[config.mk]
export PLATFORM = sky130hd
export DESIGN_NAME = sop_eval
export DESIGN_NICKNAME = d
export VERILOG_FILES = /design/src/rtl/sop_pkg.sv /design/src/rtl/sop_term_store.sv /design/src/rtl/sop_term_eval.sv /design/src/rtl/sop_out_reg.sv /design/src/rtl/sop_eval.sv
export SDC_FILE = /design/constraint.sdc
export NUM_CORES = 1
export LEC_CHECK = 0
export BUFFER_PORTS_ARGS = -buffer_cell sky130_fd_sc_hd__buf_2
export CAP_MARGIN = 10
export CORE_ASPECT_RATIO = 1.5
export CORE_MARGIN = 2
export CORE_UTILIZATION = 55
export DETAILED_ROUTE_END_ITERATION = 7
export PLACE_DENSITY = 0.75
export SETUP_SLACK_MARGIN = 0.2
export SYNTH_ARGS = -nofsm -noshare
export SYNTH_HDL_FRONTEND = slang
export SYNTH_HIERARCHICAL = 1
export SYNTH_SLANG_ARGS = --single-unit
[constraint.sdc]
create_clock -name clk -period 0.98 [get_ports clk]
set_input_delay 0.049 -clock clk [delete_from_list [all_inputs] [get_ports clk]]
set_output_delay 0.049 -clock clk [all_outputs]
set_load 0.05 [all_outputs]
[src/rtl/sop_pkg.sv]
package sop_pkg;

  // Bit position of the true-literal enable of input i in a term word
  function automatic int pos_true(input int width, input int i);
    return 2 * width - 1 - 2 * i;
  endfunction

  // Bit position of the complemented-literal enable of input i
  function automatic int pos_comp(input int width, input int i);
    return 2 * width - 2 - 2 * i;
  endfunction

endpackage

[src/rtl/sop_term_store.sv]
module sop_term_store #(
  parameter int WIDTH = 4,
  parameter int DEPTH = 5,
  parameter int AW    = 3,
  localparam int TW   = 2 * WIDTH
) (
  input  logic                     clk,
  input  logic                     rst_n,
  input  logic                     cfg_we,
  input  logic [AW-1:0]            cfg_addr,
  input  logic                     cfg_valid,
  input  logic [TW-1:0]            cfg_data,
  output logic [DEPTH-1:0][TW-1:0] term_q,
  output logic [DEPTH-1:0]         valid_q
);

  logic [DEPTH-1:0] wen;

  for (genvar k = 0; k < DEPTH; k++) begin : g_term
    // next-state: per-term clock enable
    always_comb begin
      wen[k] = cfg_we && (cfg_addr == AW'(k));
    end

    always_ff @(posedge clk or negedge rst_n) begin
      if (!rst_n) begin
        term_q[k]  <= '0;
        valid_q[k] <= 1'b0;
      end else if (wen[k]) begin
        term_q[k]  <= cfg_data;
        valid_q[k] <= cfg_valid;
      end
    end
  end

endmodule

[src/rtl/sop_term_eval.sv]
module sop_term_eval #(
  parameter int WIDTH = 4,
  localparam int TW   = 2 * WIDTH
) (
  input  logic [TW-1:0]    term,
  input  logic             valid,
  input  logic [WIDTH-1:0] a,
  output logic             hit
);

  logic [WIDTH-1:0] lit_ok;

  for (genvar i = 0; i < WIDTH; i++) begin : g_lit
    // a literal fails if its true enable meets a 0 or its complement enable meets a 1
    assign lit_ok[i] = ~((term[sop_pkg::pos_true(WIDTH, i)] & ~a[i]) |
                         (term[sop_pkg::pos_comp(WIDTH, i)] &  a[i]));
  end

  assign hit = valid & (&lit_ok);

endmodule

[src/rtl/sop_out_reg.sv]
module sop_out_reg (
  input  logic clk,
  input  logic rst_n,
  input  logic d,
  output logic q
);

  always_ff @(posedge clk or negedge rst_n) begin
    if (!rst_n) q <= 1'b0;
    else        q <= d;
  end

endmodule

[src/rtl/sop_eval.sv]
module sop_eval #(
  parameter int WIDTH        = 4,
  parameter int DEPTH        = 5,
  parameter bit REGISTER_OUT = 1'b1,
  localparam int TW          = 2 * WIDTH,
  localparam int AW          = (DEPTH > 1) ? $clog2(DEPTH) : 1
) (
  input  logic             clk,
  input  logic             rst_n,
  input  logic             cfg_we,
  input  logic [AW-1:0]    cfg_addr,
  input  logic             cfg_valid,
  input  logic [TW-1:0]    cfg_data,
  input  logic [WIDTH-1:0] a_in,
  output logic             y_out
);

  logic [DEPTH-1:0][TW-1:0] term_q;
  logic [DEPTH-1:0]         valid_q;
  logic [DEPTH-1:0]         term_hit;
  logic                     y_comb;

  sop_term_store #(.WIDTH(WIDTH), .DEPTH(DEPTH), .AW(AW)) store_i (
    .clk      (clk),
    .rst_n    (rst_n),
    .cfg_we   (cfg_we),
    .cfg_addr (cfg_addr),
    .cfg_valid(cfg_valid),
    .cfg_data (cfg_data),
    .term_q   (term_q),
    .valid_q  (valid_q)
  );

  for (genvar k = 0; k < DEPTH; k++) begin : g_prod
    sop_term_eval #(.WIDTH(WIDTH)) eval_i (
      .term (term_q[k]),
      .valid(valid_q[k]),
      .a    (a_in),
      .hit  (term_hit[k])
    );
  end

  assign y_comb = |term_hit;

  if (REGISTER_OUT) begin : g_reg
    sop_out_reg out_i (.clk(clk), .rst_n(rst_n), .d(y_comb), .q(y_out));
  end else begin : g_comb
    assign y_out = y_comb;
  end

endmodule

==> results of run 1 <==
## metal layers
layer	part of all wire	track usage	vias to the layer above	routed length, microns
met5	0	0	-	0
met1	0.43	0.312	635	1870
met4	0.017	0.0923	0	75
li1	-	-	560	-
met2	0.53	0.391	21	2290
met3	0.025	0.0475	7	108
## critical path: cells and delay by family (launching register included)
kind / cells / cell delay, ns
multiplexers: 1 / 0.23
AND/OR/NAND/NOR: 4 / 0.38
flip-flops: 1 / 0.41
## kinds of logic (layout without fill, tap and decap cells)
logic type    after synthesis  in the layout  synth area share
mux                        65             65             0.350
simple gates               23             23            0.0736
flops                      46             46             0.569
buf+inv                     3             38           0.00742
## what timing repair did
action	in CTS	in global routing
endpoints found under the setup margin	31	38
hold buffers	1	0
cloned	1	0
gates resized for setup	26	3
hold endpoints to repair	46	0
pin swaps	4	3
setup buffers	1	0
## power breakdown
group	total (mW)	switching, mW	internal, mW
Sequential	2.58	0.258	2.33
Clock	1.19	0.617	0.569
Combinational	1.22	0.474	0.751
Total	4.99	1.35	3.65
## synth_stat cells
master / n / area (sq um)
mux2_2: 45 / 507
nor4b_4: 1 / 23.8
nor3_1: 1 / 5.00
and4bb_2: 2 / 25.0
nand4b_2: 1 / 15.0
mux2i_1: 20 / 200
nand2_1: 6 / 22.5
nand3_1: 5 / 25.0
buf_2: 3 / 15.0
nor2_1: 6 / 22.5
dfrtp_1: 46 / 1150
nor4bb_1: 1 / 10.0
## area by class of cell
class	count	area share
multi-input cells	88	0.397
well taps	43	0.0208
clock buffers	7	0.0334
repair buffers	30	0.101
clock inverters	1	0.00194
flip-flops and latches	46	0.446
## worst max-delay path by stage
stage	from	endpoint	slack [ns]	cells after the start
floorplan	cfg_addr[1]	store_i/term_q[0]$_DFFE_PN0P_	-0.06	2
global placement	cfg_addr[2]	store_i/term_q[18]$_DFFE_PN0P_	-0.16	4
detailed placement	cfg_we	store_i/term_q[19]$_DFFE_PN0P_	-0.21	4
CTS	store_i/term_q[2]$_DFFE_PN0P_	g_reg.out_i/q$_DFF_PN0_	-0.08	5
global route	store_i/term_q[26]$_DFFE_PN0P_	g_reg.out_i/q$_DFF_PN0_	-0.15	5
finish	store_i/term_q[2]$_DFFE_PN0P_	g_reg.out_i/q$_DFF_PN0_	-0.09	5
## state kept, by name, summed over array words and instances (netlist names)
signal / cells
g_reg.out_i/q: 1
store_i/valid_q: 5
store_i/term_q: 40
==> impl_metrics.env, run 1 <==
export IMPL_h_tree_depth=2
export IMPL_slowest_delay_ns=0.41
export IMPL_place_ws_ns=-0.208
export IMPL_worst_slew_pin_slew_ns=0.276
export IMPL_clock_latency_ns=0.30
export IMPL_die_x_microns=53.5
export IMPL_hold_ws_ns=0.0496
export IMPL_diodes=0
export IMPL_crit_chain="mux2i_2 > nand3_1 > nor2_1 > nor3_1 > nand2_1"
export IMPL_synth_seq_cells=46
export IMPL_syn_inst=137
export IMPL_path_max_fanout=2
export IMPL_grt_use_total=0.242
export IMPL_power_density_nw_per_um2=1930
export IMPL_fin_tns_setup_ns=-0.0875
export IMPL_dieHeight_microns=78.3
export IMPL_startpoint_type="flop"
export IMPL_status="finished, violations left"
export IMPL_placed_cell_area_sq_um=2370
export IMPL_fin_ws_ns=-0.0875
export IMPL_yosysSeqAreaShare=0.569
export IMPL_ir_drop_uv=1450
export IMPL_cts_buffer_depth=2
export IMPL_hpwl_microns=3010
export IMPL_mostFrequentLayoutCell="dfrtp_1"
export IMPL_drive_above_1_share=0.506
export IMPL_power_leakage_nw=1.24
export IMPL_synthToLayoutAreaGrowth_pct=27.8
export IMPL_drtAntennaViolNets=0
export IMPL_fmaxAchievable_mhz=937
export IMPL_dp_cells=204
export IMPL_slew_violations=0
export IMPL_routed_wl_microns=4340
export IMPL_rows=27
export IMPL_dieArea_sq_um=4190
export IMPL_fin_nets=190
export IMPL_finalCritPeriodShare=1.09
export IMPL_portBuffers=19
export IMPL_area_sequential_sq_um=1150
export IMPL_grt_overflow_total=0
export IMPL_rr_worst_depth=5
export IMPL_p_total_mw=4.99
export IMPL_path_class="flop to flop"
export IMPL_syn_area_sq_um=2020
export IMPL_setup_viol=1
export IMPL_end_kind="flop"
export IMPL_antenna_found_initial=0
export IMPL_final_setup_skew_ns=0.00824
export IMPL_ys_types=12
export IMPL_cap_violations=0
export IMPL_syn_num_nets=156
export IMPL_start_util=0.565
export IMPL_finalHoldViolations=0
export IMPL_holdPathStages=2
export IMPL_drcViolationCount=0
export IMPL_violations="setup timing"
export IMPL_multiInputGateArea_sq_um=1030
export IMPL_cts_tree="done"
export IMPL_crit_arrival_ns=1.31
export IMPL_max_slew_margin=0.815
export IMPL_grt_pass1_vias=1364
export IMPL_hp_class="input pin to flop"
export IMPL_timing_rr_start="store_i/term_q[2]$_DFFE_PN0P_"
export IMPL_layout_min_cycle_time_ns=1.07
export IMPL_fin_cells=215
export IMPL_cts_sinks=46
export IMPL_reg2reg_to="g_reg.out_i/q$_DFF_PN0_"
export IMPL_io_pins=20
export IMPL_min_to="store_i/valid_q[4]$_DFFE_PN0P_"
export IMPL_first_pass_iters=4
export IMPL_slowest_stage="dfrtp_1"
export IMPL_rrSetupSlack_ns=-0.09
export IMPL_hold_start="cfg_valid"
export IMPL_postLayoutCoreUtil=0.722
export IMPL_drt_vias_per_instance=5.69
export IMPL_avgSynthCellArea_sq_um=14.8
export IMPL_gp_congestion=0.855
export IMPL_rsz0062_at_grt="yes"
export IMPL_nFillCells=261
export IMPL_cp_required_ns=1.23
export IMPL_grt_pass1_wl_microns=7070
export IMPL_clk_pin_slew_ns=0.08
export IMPL_numCtsBuffers=5
export IMPL_drt_iter0_markers=23
export IMPL_synth_warnings=6
export IMPL_dr_total_vias=1223
export IMPL_design_area_sq_um=2580
export IMPL_root_buffer="clkbuf_8"
export IMPL_wire_per_inst_microns=20.2
export IMPL_fp_coreArea_sq_um=3580
export IMPL_final_cell_mix="dfrtp_1, mux2_4, mux2i_1"
export IMPL_grt_max_degree=47
(Power assumes the default switching activity.)
==> run 2, diff against run 1 <==
CORE_UTILIZATION = 45   (was 55)
PLACE_DENSITY = not set   (was 0.75)
==> run 2 against run 1 <==
Net effect:
- the flow finishes with violations (DRC, setup timing)
- cell count is 2.3% higher
- clock skew is 0.0047 ns lower
- fmax is 7.4% higher
- design area is 1.3% higher
- clock power hardly changed
- via count is 0.49% lower
- first-iteration DRC count is 39% higher
- setup slack better by 0.073 ns
- critical path depth stayed put
- register-to-register slack better by 0.07 ns
- critical endpoint unchanged
- largest cell class unchanged
- highest routed layer unchanged
==> impl_metrics.env, run 2 (synthesis results as in run 1) <==
export IMPL_status="finished, violations left"
export IMPL_violations="DRC, setup timing"
export IMPL_max_slew_margin=0.779
export IMPL_pwr_share_seq=0.518
export IMPL_area_sequential_sq_um=1150
export IMPL_rrSetupSlack_ns=-0.01
export IMPL_p_total_mw=4.97
export IMPL_first_pass_iters=6
export IMPL_reg_top3="store_i/term_q (40), store_i/valid_q (5), g_reg.out_i/q (1)"
export IMPL_drt_vias_per_instance=5.53
export IMPL_cts_sinks=46
export IMPL_fp_coreArea_sq_um=4280
export IMPL_finalHoldViolations=0
export IMPL_hpwl_microns=3060
export IMPL_cts_tree="done"
export IMPL_hold_start="cfg_data[7]"
export IMPL_drt_iter0_markers=32
export IMPL_antenna_found_initial=0
export IMPL_layout_min_cycle_time_ns=0.994
export IMPL_slew_violations=0
export IMPL_numCtsBuffers=5
export IMPL_die_x_microns=58.7
export IMPL_finalCritPeriodShare=1.01
export IMPL_root_buffer="clkbuf_8"
export IMPL_fin_ws_ns=-0.0143
export IMPL_placed_cell_area_sq_um=2390
export IMPL_cap_violations=0
export IMPL_io_pins=20
export IMPL_diodes=0
export IMPL_routed_wl_met2_microns=2130
export IMPL_dieHeight_microns=86.1
export IMPL_final_setup_skew_ns=0.00356
export IMPL_grt_use_total=0.193
export IMPL_dr_max_layer_used="met4"
export IMPL_setup_viol=1
export IMPL_reg2reg_to="g_reg.out_i/q$_DFF_PN0_"
export IMPL_path_max_fanout=2
export IMPL_multiInputGateArea_sq_um=1030
export IMPL_clk_pin_slew_ns=0.08
export IMPL_p_sw_mw=1.30
export IMPL_clock_latency_ns=0.30
export IMPL_grt_max_degree=35
export IMPL_h_tree_depth=2
export IMPL_min_to="store_i/term_q[23]$_DFFE_PN0P_"
export IMPL_fin_tns_setup_ns=-0.0143
export IMPL_final_cell_mix="dfrtp_1, mux2_4, mux2i_1"
export IMPL_start_util=0.472
export IMPL_clkPwrFrac=0.234
export IMPL_holdPathStages=2
export IMPL_synthToLayoutAreaGrowth_pct=29.5
export IMPL_power_density_nw_per_um2=1900
export IMPL_fin_nets=192
export IMPL_p_int_mw=3.67
export IMPL_nFillCells=369
export IMPL_fmaxAchievable_mhz=1010
export IMPL_crit_chain="mux2i_1 > nand3_1 > nor2_1 > nor3_1 > nand2_1"
export IMPL_wire_per_inst_microns=19.1
export IMPL_slowest_delay_ns=0.40
export IMPL_mostFrequentLayoutCell="dfrtp_1"
export IMPL_rsz0062_at_grt="yes"
export IMPL_rows=29
export IMPL_grt_pass1_vias=1377
export IMPL_hp_class="input pin to flop"
export IMPL_design_area_sq_um=2620
export IMPL_drive_above_1_share=0.511
export IMPL_rr_worst_depth=5
export IMPL_timing_rr_start="store_i/term_q[14]$_DFFE_PN0P_"
export IMPL_dr_total_vias=1217
export IMPL_wl_met1_microns=1830
export IMPL_grt_pass1_wl_microns=7130
export IMPL_cts_buffer_depth=2
export IMPL_drcViolationCount=2
export IMPL_power_frac_comb=0.248
export IMPL_dr_wl_met3_microns=159
export IMPL_swShare=0.262
export IMPL_routed_wl_microns=4200
export IMPL_path_class="flop to flop"
export IMPL_slowest_stage="dfrtp_1"
export IMPL_ir_drop_uv=926
export IMPL_worst_slew_pin_slew_ns=0.331
export IMPL_startpoint_type="flop"
export IMPL_gp_congestion=0.730
export IMPL_power_leakage_nw=1.26
export IMPL_portBuffers=19
export IMPL_largest_reg_flops=40
export IMPL_drtAntennaViolNets=0
export IMPL_top_register="store_i/term_q"
export IMPL_dieArea_sq_um=5060
export IMPL_cp_required_ns=1.22
export IMPL_crit_arrival_ns=1.24
export IMPL_grt_overflow_total=0
export IMPL_end_kind="flop"
==> run 2: layout make-up <==
class                           instances  area share
Sequential cell                        46       0.440
Tap cell                               46      0.0220
Timing Repair Buffer                   32       0.110
Clock inverter                          1     0.00191
Multi-Input combinational cell         88       0.393
Clock buffer                            7      0.0330
==> run 2: power groups by stage <==
stage	Clock (mW)	Sequential, mW	Combinational (mW)
floorplan	0	2.58	0.738
global placement	0	2.56	1.07
detailed placement	0	2.60	1.10
CTS	1.20	2.57	1.22
global route	1.28	2.63	1.34
finish	1.16	2.58	1.23
==> run 2: routing by layer <==
metal / up-vias / GRT usage
met5: - / 0
met4: 0 / 0.0620
met3: 9 / 0.0498
met2: 23 / 0.325
met1: 622 / 0.237
li1: 563 / -
==> run 2: timing repair <==
item	CTS	global route
endpoints found under the setup margin	33	36
buffers inserted	1	1
pin swaps	6	1
resized for setup	23	7
hold buffers	1	0
endpoints found under the hold margin	46	0
==> run 2: worst max-delay path by stage <==
stage,slack [ns],to,start,cells past startpoint
2_1_floorplan,-0.06,store_i/term_q[0]$_DFFE_PN0P_,cfg_addr[1],2
4_1_cts,0.006,g_reg.out_i/q$_DFF_PN0_,store_i/term_q[31]$_DFFE_PN0P_,5
5_1_grt,-0.09,g_reg.out_i/q$_DFF_PN0_,store_i/term_q[28]$_DFFE_PN0P_,5
6_report,-0.01,g_reg.out_i/q$_DFF_PN0_,store_i/term_q[14]$_DFFE_PN0P_,5
3_3_place_gp,-0.19,store_i/term_q[1]$_DFFE_PN0P_,cfg_addr[1],4
3_5_place_dp,-0.23,store_i/term_q[21]$_DFFE_PN0P_,cfg_addr[2],4
==> run 2: through the flow <==
stage / util / hold slack, ns / setup WS [ns] / cells
2_1_floorplan: - / -0.247 / -0.0567 / 137
3_3_place_gp: 0.558 / -0.0500 / -0.185 / 209
4_1_cts: 0.603 / 0.0448 / 0.00632 / 219
5_1_grt: 0.611 / 0.0449 / -0.0902 / 220
6_report: 0.611 / 0.0461 / -0.0143 / 220
3_5_place_dp: 0.558 / -0.0336 / -0.234 / 209
==> run 2: critical path, delay by kind of cell (launching register included) <==
| family | cells | cell delay [ns] |
|---|---|---|
| simple gates | 4 | 0.33 |
| mux | 1 | 0.21 |
| flops | 1 | 0.40 |
